==> src/rtl/xfu_pkg.sv <==
package xfu_pkg;

    localparam int unsigned XFU_WC_W = 16;
    localparam int unsigned XFU_EXT_W = 2;
    localparam int unsigned XFU_SECT_W = 4;
    localparam int unsigned XFU_TRK_W = 9;
    localparam int unsigned XFU_DRV_W = 3;
    localparam int unsigned XFU_SPT = 12;
    localparam int unsigned XFU_WPS = 256;
    localparam int unsigned XFU_CAP_W = 21;

    typedef enum logic [2:0] {
        FN_CLEAR = 3'd0,
        FN_WRITE = 3'd1,
        FN_READ  = 3'd2,
        FN_WCHK  = 3'd3,
        FN_SEEK  = 3'd4,
        FN_RCHK  = 3'd5,
        FN_DRST  = 3'd6,
        FN_LOCK  = 3'd7
    } xfu_fn_e;

    // Format read: each moved word stands for a full sector
    function automatic logic fmt_read(input logic [2:0] fn, input logic fmt);
        return fmt && (fn == FN_READ);
    endfunction

endpackage

==> src/rtl/xfu_clip.sv <==
module xfu_clip
    import xfu_pkg::*;
#(
    parameter int unsigned WC_W   = XFU_WC_W,
    parameter int unsigned SECT_W = XFU_SECT_W,
    parameter int unsigned TRK_W  = XFU_TRK_W,
    parameter int unsigned SPT    = XFU_SPT,
    parameter int unsigned WPS    = XFU_WPS,
    parameter int unsigned CAP_W  = XFU_CAP_W,
    parameter int unsigned AW     = CAP_W + 3
) (
    input  logic [WC_W-1:0]   wc,
    input  logic [SECT_W-1:0] sect,
    input  logic [TRK_W-1:0]  trk,
    input  logic              fmt_rd,
    input  logic [WC_W:0]     moved,
    input  logic [CAP_W-1:0]  cap,
    output logic [AW-1:0]     start_lin,
    output logic [AW-1:0]     start_word,
    output logic [WC_W:0]     eff,
    output logic              ovr
);
    localparam int unsigned CNT_W = WC_W + 1;
    localparam int unsigned SH    = $clog2(WPS);

    logic [CNT_W-1:0] req;
    logic [CNT_W-1:0] lim;
    logic [AW-1:0]    room_w;
    logic [AW-1:0]    room;

    always_comb begin
        start_lin  = AW'(trk) * AW'(SPT) + AW'(sect);
        start_word = start_lin << SH;
        // two's-complement count: zero register asks for the full range
        req        = {1'b1, {WC_W{1'b0}}} - {1'b0, wc};
        room_w     = (AW'(cap) > start_word) ? (AW'(cap) - start_word) : '0;
        room       = fmt_rd ? (room_w >> SH) : room_w;
        ovr        = AW'(req) > room;
        lim        = ovr ? CNT_W'(room) : req;
        eff        = (moved < lim) ? moved : lim;
    end

endmodule

==> src/rtl/xfu_mem_adv.sv <==
module xfu_mem_adv
    import xfu_pkg::*;
#(
    parameter int unsigned WC_W  = XFU_WC_W,
    parameter int unsigned EXT_W = XFU_EXT_W
) (
    input  logic [WC_W-1:0]  ba,
    input  logic [EXT_W-1:0] ext,
    input  logic             inh,
    input  logic [WC_W:0]    eff,
    output logic [WC_W-1:0]  ba_n,
    output logic [EXT_W-1:0] ext_n
);
    localparam int unsigned MA_W = WC_W + EXT_W;

    logic [MA_W-1:0] ma;
    logic [MA_W-1:0] step;
    logic [MA_W-1:0] ma_n;

    always_comb begin
        ma    = {ext, ba} & ~MA_W'(1);
        step  = inh ? '0 : (MA_W'(eff) << 1);
        ma_n  = ma + step;
        ba_n  = ma_n[WC_W-1:0];
        ext_n = ma_n[MA_W-1:WC_W];
    end

endmodule

==> src/rtl/xfu_da_adv.sv <==
module xfu_da_adv
    import xfu_pkg::*;
#(
    parameter int unsigned WC_W   = XFU_WC_W,
    parameter int unsigned SECT_W = XFU_SECT_W,
    parameter int unsigned TRK_W  = XFU_TRK_W,
    parameter int unsigned DRV_W  = XFU_DRV_W,
    parameter int unsigned SPT    = XFU_SPT,
    parameter int unsigned WPS    = XFU_WPS,
    parameter int unsigned AW     = XFU_CAP_W + 3
) (
    input  logic [AW-1:0]                   start_lin,
    input  logic [AW-1:0]                   start_word,
    input  logic [WC_W:0]                   eff,
    input  logic                            fmt_rd,
    input  logic [DRV_W-1:0]                drv,
    output logic [DRV_W+TRK_W+SECT_W-1:0]   da_n
);
    localparam int unsigned SH = $clog2(WPS);

    logic [AW-1:0] nl;

    always_comb begin
        if (fmt_rd)
            nl = start_lin + AW'(eff);
        else
            nl = (start_word + AW'(eff) + AW'(WPS - 1)) >> SH;
        // track truncates to its field width: wrap, not an error
        da_n = {drv, TRK_W'(nl / AW'(SPT)), SECT_W'(nl % AW'(SPT))};
    end

endmodule

==> src/rtl/xfer_upd.sv <==
module xfer_upd
    import xfu_pkg::*;
#(
    parameter int unsigned WC_W   = XFU_WC_W,
    parameter int unsigned EXT_W  = XFU_EXT_W,
    parameter int unsigned SECT_W = XFU_SECT_W,
    parameter int unsigned TRK_W  = XFU_TRK_W,
    parameter int unsigned DRV_W  = XFU_DRV_W,
    parameter int unsigned SPT    = XFU_SPT,
    parameter int unsigned WPS    = XFU_WPS,
    parameter int unsigned CAP_W  = XFU_CAP_W
) (
    input  logic                           clk,
    input  logic                           rst,
    input  logic                           start,
    input  logic [WC_W-1:0]                wc_in,
    input  logic [WC_W-1:0]                ba_in,
    input  logic [EXT_W-1:0]               ext_in,
    input  logic [DRV_W+TRK_W+SECT_W-1:0]  da_in,
    input  logic [2:0]                     func,
    input  logic                           fmt,
    input  logic                           inh,
    input  logic [WC_W:0]                  moved_in,
    input  logic [CAP_W-1:0]               capacity,
    output logic [WC_W-1:0]                wc_out,
    output logic [WC_W-1:0]                ba_out,
    output logic [EXT_W-1:0]               ext_out,
    output logic [DRV_W+TRK_W+SECT_W-1:0]  da_out,
    output logic [$clog2(WPS)-1:0]         pad_out,
    output logic                           overrun,
    output logic                           done
);
    localparam int unsigned DA_W  = DRV_W + TRK_W + SECT_W;
    localparam int unsigned CNT_W = WC_W + 1;
    localparam int unsigned SH    = $clog2(WPS);
    localparam int unsigned AW    = CAP_W + 3;

    logic              fmt_rd;
    logic [AW-1:0]     start_lin;
    logic [AW-1:0]     start_word;
    logic [CNT_W-1:0]  eff;
    logic              ovr_n;
    logic [WC_W-1:0]   ba_n;
    logic [EXT_W-1:0]  ext_n;
    logic [DA_W-1:0]   da_n;
    logic [SH-1:0]     pad_n;
    logic              pend;

    assign fmt_rd = fmt_read(func, fmt);

    xfu_clip #(
        .WC_W(WC_W), .SECT_W(SECT_W), .TRK_W(TRK_W), .SPT(SPT),
        .WPS(WPS), .CAP_W(CAP_W), .AW(AW)
    ) u_clip (
        .wc(wc_in),
        .sect(da_in[SECT_W-1:0]),
        .trk(da_in[SECT_W +: TRK_W]),
        .fmt_rd(fmt_rd),
        .moved(moved_in),
        .cap(capacity),
        .start_lin(start_lin),
        .start_word(start_word),
        .eff(eff),
        .ovr(ovr_n)
    );

    xfu_mem_adv #(.WC_W(WC_W), .EXT_W(EXT_W)) u_mem (
        .ba(ba_in),
        .ext(ext_in),
        .inh(inh),
        .eff(eff),
        .ba_n(ba_n),
        .ext_n(ext_n)
    );

    xfu_da_adv #(
        .WC_W(WC_W), .SECT_W(SECT_W), .TRK_W(TRK_W), .DRV_W(DRV_W),
        .SPT(SPT), .WPS(WPS), .AW(AW)
    ) u_da (
        .start_lin(start_lin),
        .start_word(start_word),
        .eff(eff),
        .fmt_rd(fmt_rd),
        .drv(da_in[DA_W-1 -: DRV_W]),
        .da_n(da_n)
    );

    // zero fill to the sector end only for a write
    assign pad_n = (func == FN_WRITE) ? SH'(CNT_W'(0) - eff) : '0;

    always_ff @(posedge clk) begin
        if (rst) begin
            wc_out  <= '0;
            ba_out  <= '0;
            ext_out <= '0;
            da_out  <= '0;
            pad_out <= '0;
            overrun <= 1'b0;
            pend    <= 1'b0;
            done    <= 1'b0;
        end else begin
            pend <= start;
            done <= pend;
            if (start) begin
                wc_out  <= wc_in + WC_W'(eff);
                ba_out  <= ba_n;
                ext_out <= ext_n;
                da_out  <= da_n;
                pad_out <= pad_n;
                overrun <= ovr_n;
            end
        end
    end

    p_done_lag_r10: assert property (@(posedge clk) disable iff (rst)
        start |=> ##1 done);

    p_hold_r10: assert property (@(posedge clk) disable iff (rst)
        !start |=> ($stable(wc_out) && $stable(da_out) && $stable(ba_out) && $stable(ext_out)));

    p_inhibit_r3: assert property (@(posedge clk) disable iff (rst)
        (start && inh) |=> (ba_out == ($past(ba_in) & ~WC_W'(1)) && ext_out == $past(ext_in)));

    p_drive_keep_r7: assert property (@(posedge clk) disable iff (rst)
        start |=> (da_out[DA_W-1 -: DRV_W] == $past(da_in[DA_W-1 -: DRV_W])));

    p_even_addr_r2: assert property (@(posedge clk) disable iff (rst)
        ba_out[0] == 1'b0);

    p_no_pad_r9: assert property (@(posedge clk) disable iff (rst)
        (start && func != FN_WRITE) |=> (pad_out == '0));

endmodule

==> config.mk <==
export PLATFORM = sky130hd
export DESIGN_NAME = xfer_upd
export DESIGN_NICKNAME = d
export VERILOG_FILES = /design/src/rtl/xfu_pkg.sv /design/src/rtl/xfu_clip.sv /design/src/rtl/xfu_mem_adv.sv /design/src/rtl/xfu_da_adv.sv /design/src/rtl/xfer_upd.sv
export SDC_FILE = /design/constraint.sdc
export NUM_CORES = 1
export LEC_CHECK = 0
export BUFFER_PORTS_ARGS = -buffer_cell sky130_fd_sc_hd__buf_2
export CELL_PAD_IN_SITES_DETAIL_PLACEMENT = 1
export CELL_PAD_IN_SITES_GLOBAL_PLACEMENT = 2
export CORE_MARGIN = 2
export CORE_UTILIZATION = 35
export DETAILED_ROUTE_END_ITERATION = 6
export HOLD_SLACK_MARGIN = 0.08
export PLACE_DENSITY_LB_ADDON = 0.08
export SLEW_MARGIN = 20
export SYNTH_ARGS = -nofsm -noshare
export SYNTH_HDL_FRONTEND = slang
export SYNTH_HIERARCHICAL = 1
export SYNTH_SLANG_ARGS = --single-unit
==> constraint.sdc <==
create_clock -name clk -period 21.4 [get_ports clk]
set_input_delay 2.14 -clock clk [delete_from_list [all_inputs] [get_ports clk]]
set_output_delay 2.14 -clock clk [all_outputs]
set_load 0.03 [all_outputs]
==> flow_summary.toml <==
[sta]
rsz0062_at_grt = "false"
tns_ns = 0
drv_slew = 0
period_share_pct = 91.0
worst_pin_slew_ns = 1.01
slew_headroom_pct = 32.6
fmax_mhz = 51.4
timing_hold_violations_final = 0
final.setup.worst_slack_ns = 1.94
finalSetupViolCount = 0
skew_ns = 0.0000918
hold_slack_ns = 0.435
finalCriticalPeriod_ns = 19.46

[logic_synthesis]
ys_types = 116
synth_area_leaders = "ha_1, dfxtp_1, mux2i_1, nor2_1, a21oi_1"
synth_seq_cells = 61
synth_edf_count = 0
synthFlopType = "dfxtp_1"
synthArstFlopShare_pct = 0
ys_warn_count = 6
synthesis.area_mm2 = 0.0122
synth.top_cell.area_share_pct = 14.2
synth_area_per_cell_um2 = 7.37
synth.yosys.seq_area_share_pct = 10.0
yosys.area.top_type = "ha_1"
postSynthCellCount = 1648

[setup_path]
crit_type = "in2reg"
regToRegSetupSlack_ns = 20.56
reg2reg_to = "wc_out[7]$_SDFFE_PP0P_"
rr_worst_depth = 2
path_max_fanout = 16
cp.required_ns = 21.60
cpMostUsedCell = "a21o_1"
cp-end-kind = "flop"
cpPeakStageDelay_ns = 0.73
crit_arrival_ns = 19.66
crit_slowest_cell = "nor2b_1"
r2r-start = "wc_out[7]$_SDFFE_PP0P_"
critPathLaunchType = "primary input"

[clocking]
cts_sinks = 61
clk_latency_ns = 0.33
h-tree-depth = 3
clkTransAtPathRegs_ns = 0.05
cts_setup_buffers = 0
ctsHoldBuffers = 0
ctsResizeCount = 0
cts_buffers = 9
clock-root-buffer = "clkbuf_16"
clock_path_buffers = 2
cts_tree = "built"

[flow_run]
max_cap_viol_count = 0

[drt]
drc_errors = 0
via_per_inst = 5.54
post_drt_wl_per_cell_um = 18.6
drtPass1Iterations = 5
drtAntennaViolNets = 0
vias = 12300
drtIter0Drc = 541
wl_um = 41300

[floorplanning]
start_util_pct = 35.4
die_width_um = 190
core_area_mm2 = 0.0344
die_h_um = 190
pin_count = 156
std_cell_rows = 68
die_area_mm2 = 0.0362

[pwr]
ir_drop_v = 0.0000915
p_leak_nw = 6.11
pwr_density_cell_mw_per_mm2 = 171

[global_routing]
grt_max_degree = 69
grt_pass1_vias = 12400
overflow = 0
grt_usage_pct = 22.6
grt_pass1_wl_um = 66300
antenna_found_initial = 0

[placed_design]
port_buffers = 154
post-place-ws_ns = 1.63
dpl.hpwl_um = 33600
gp_congestion = 0.872

[layout]
num-fill-cells = 4371
mostFrequentLayoutCells = "nor2_1, buf_2, ha_1"
final_common_cell = "nor2_1"
layout-drive-gt1-share_pct = 15.6
nets = 2002
diodes = 0
syn2layout_area_growth_pct = 10.9

[min_path]
min-delay-start = "pend$_SDFF_PP0_"
hp-class = "reg2reg"
hold-path-endpoint = "done$_SDFF_PP0_"
hold_depth = 1

[outcome]
status = "finished, final reports clean"
[worst max-delay path by stage]
stage / endpoint / start / cells past startpoint
final: da_out[2]$_SDFFE_PP0P_ / da_in[5] / 70
after global routing: da_out[2]$_SDFFE_PP0P_ / da_in[5] / 71
after CTS: da_out[2]$_SDFFE_PP0P_ / da_in[5] / 71
after detailed placement: da_out[2]$_SDFFE_PP0P_ / da_in[5] / 71
after global placement: da_out[2]$_SDFFE_PP0P_ / da_in[5] / 71
after floorplan: da_out[2]$_SDFFE_PP0P_ / da_in[6] / 69
[sequential cells by signal, summed over array words and instances (netlist names)]
signal / flops
done: 1
pad_out: 8
pend: 1
ext_out: 2
ba_out: 16
da_out: 16
wc_out: 16
overrun: 1
[layer usage]
layer	up-vias	wire [um]	global-route usage (%)
met4	0	894	5.66
met2	181	18900	39.1
met5	-	0	0
met1	5881	20400	30.3
li1	6212	-	-
met3	33	1120	1.91
[report_power, final]
group	internal, mW	switching [mW]
Sequential	0.143	0.0150
Clock	0.0775	0.0537
Combinational	0.775	1.24
Total	0.996	1.31
[critical path: cells and delay by family]
kind                       cells  cell delay [ns]
adders and majority gates      7             2.42
muxes                          3             1.19
xor gates and xnor gates       3             0.93
AOI/OAI and AO/OA             34             8.01
buffers and inverters          5             0.68
and+or+nand+nor               18             4.24
[stage by stage]
step	utilization [%]	instance area [um2]	std cells	total power [mW]
after floorplan	-	12200	1667	1.71
after global placement	38.4	13200	2206	2.12
after detailed placement	38.4	13200	2206	2.17
after CTS	39.2	13500	2222	2.31
after global routing	39.2	13500	2222	2.55
final	39.2	13500	2222	2.30
[Yosys cell counts (10+ instances only)]
cell,instances
nor2b_1,40
buf_4,42
o21ai_1,16
a31oi_1,22
nand2_1,122
o21ai_0,69
o21a_1,24
a21oi_1,114
o211ai_1,11
o31ai_1,10
a21o_1,44
o21bai_1,10
mux2i_1,77
nor4_1,13
buf_2,14
clkbuf_1,33
xor2_1,36
or3_1,21
xnor2_1,63
and2_1,11
nor3_1,47
nor2_1,156
nand2b_1,16
and3_1,22
mux2_2,19
ha_1,138
nand4_1,19
nand3_1,44
dfxtp_1,61
inv_1,109
a211oi_1,18
[kinds of logic after synthesis]
group	after synthesis	synth area share [%]
simple gates	571	23.8
compound gates	466	27.3
buf+inv	205	7.91
fa+ha+maj	144	15.2
mux	100	8.53
xor+xnor	99	7.14
flops	61	10.0
other cells	2	0.0618
[area by class of cell]
cell class	instances	area (um2)	area share [%]
multi-input cells	1401	10100	74.6
flip-flops and latches	61	1220	9.06
repair buffers	177	946	7.02
well taps	455	569	4.23
inverters	112	420	3.12
clock buffers	11	233	1.73
clock inverters	5	27.5	0.204
No activity file was read; power rests on OpenSTA's default activity.
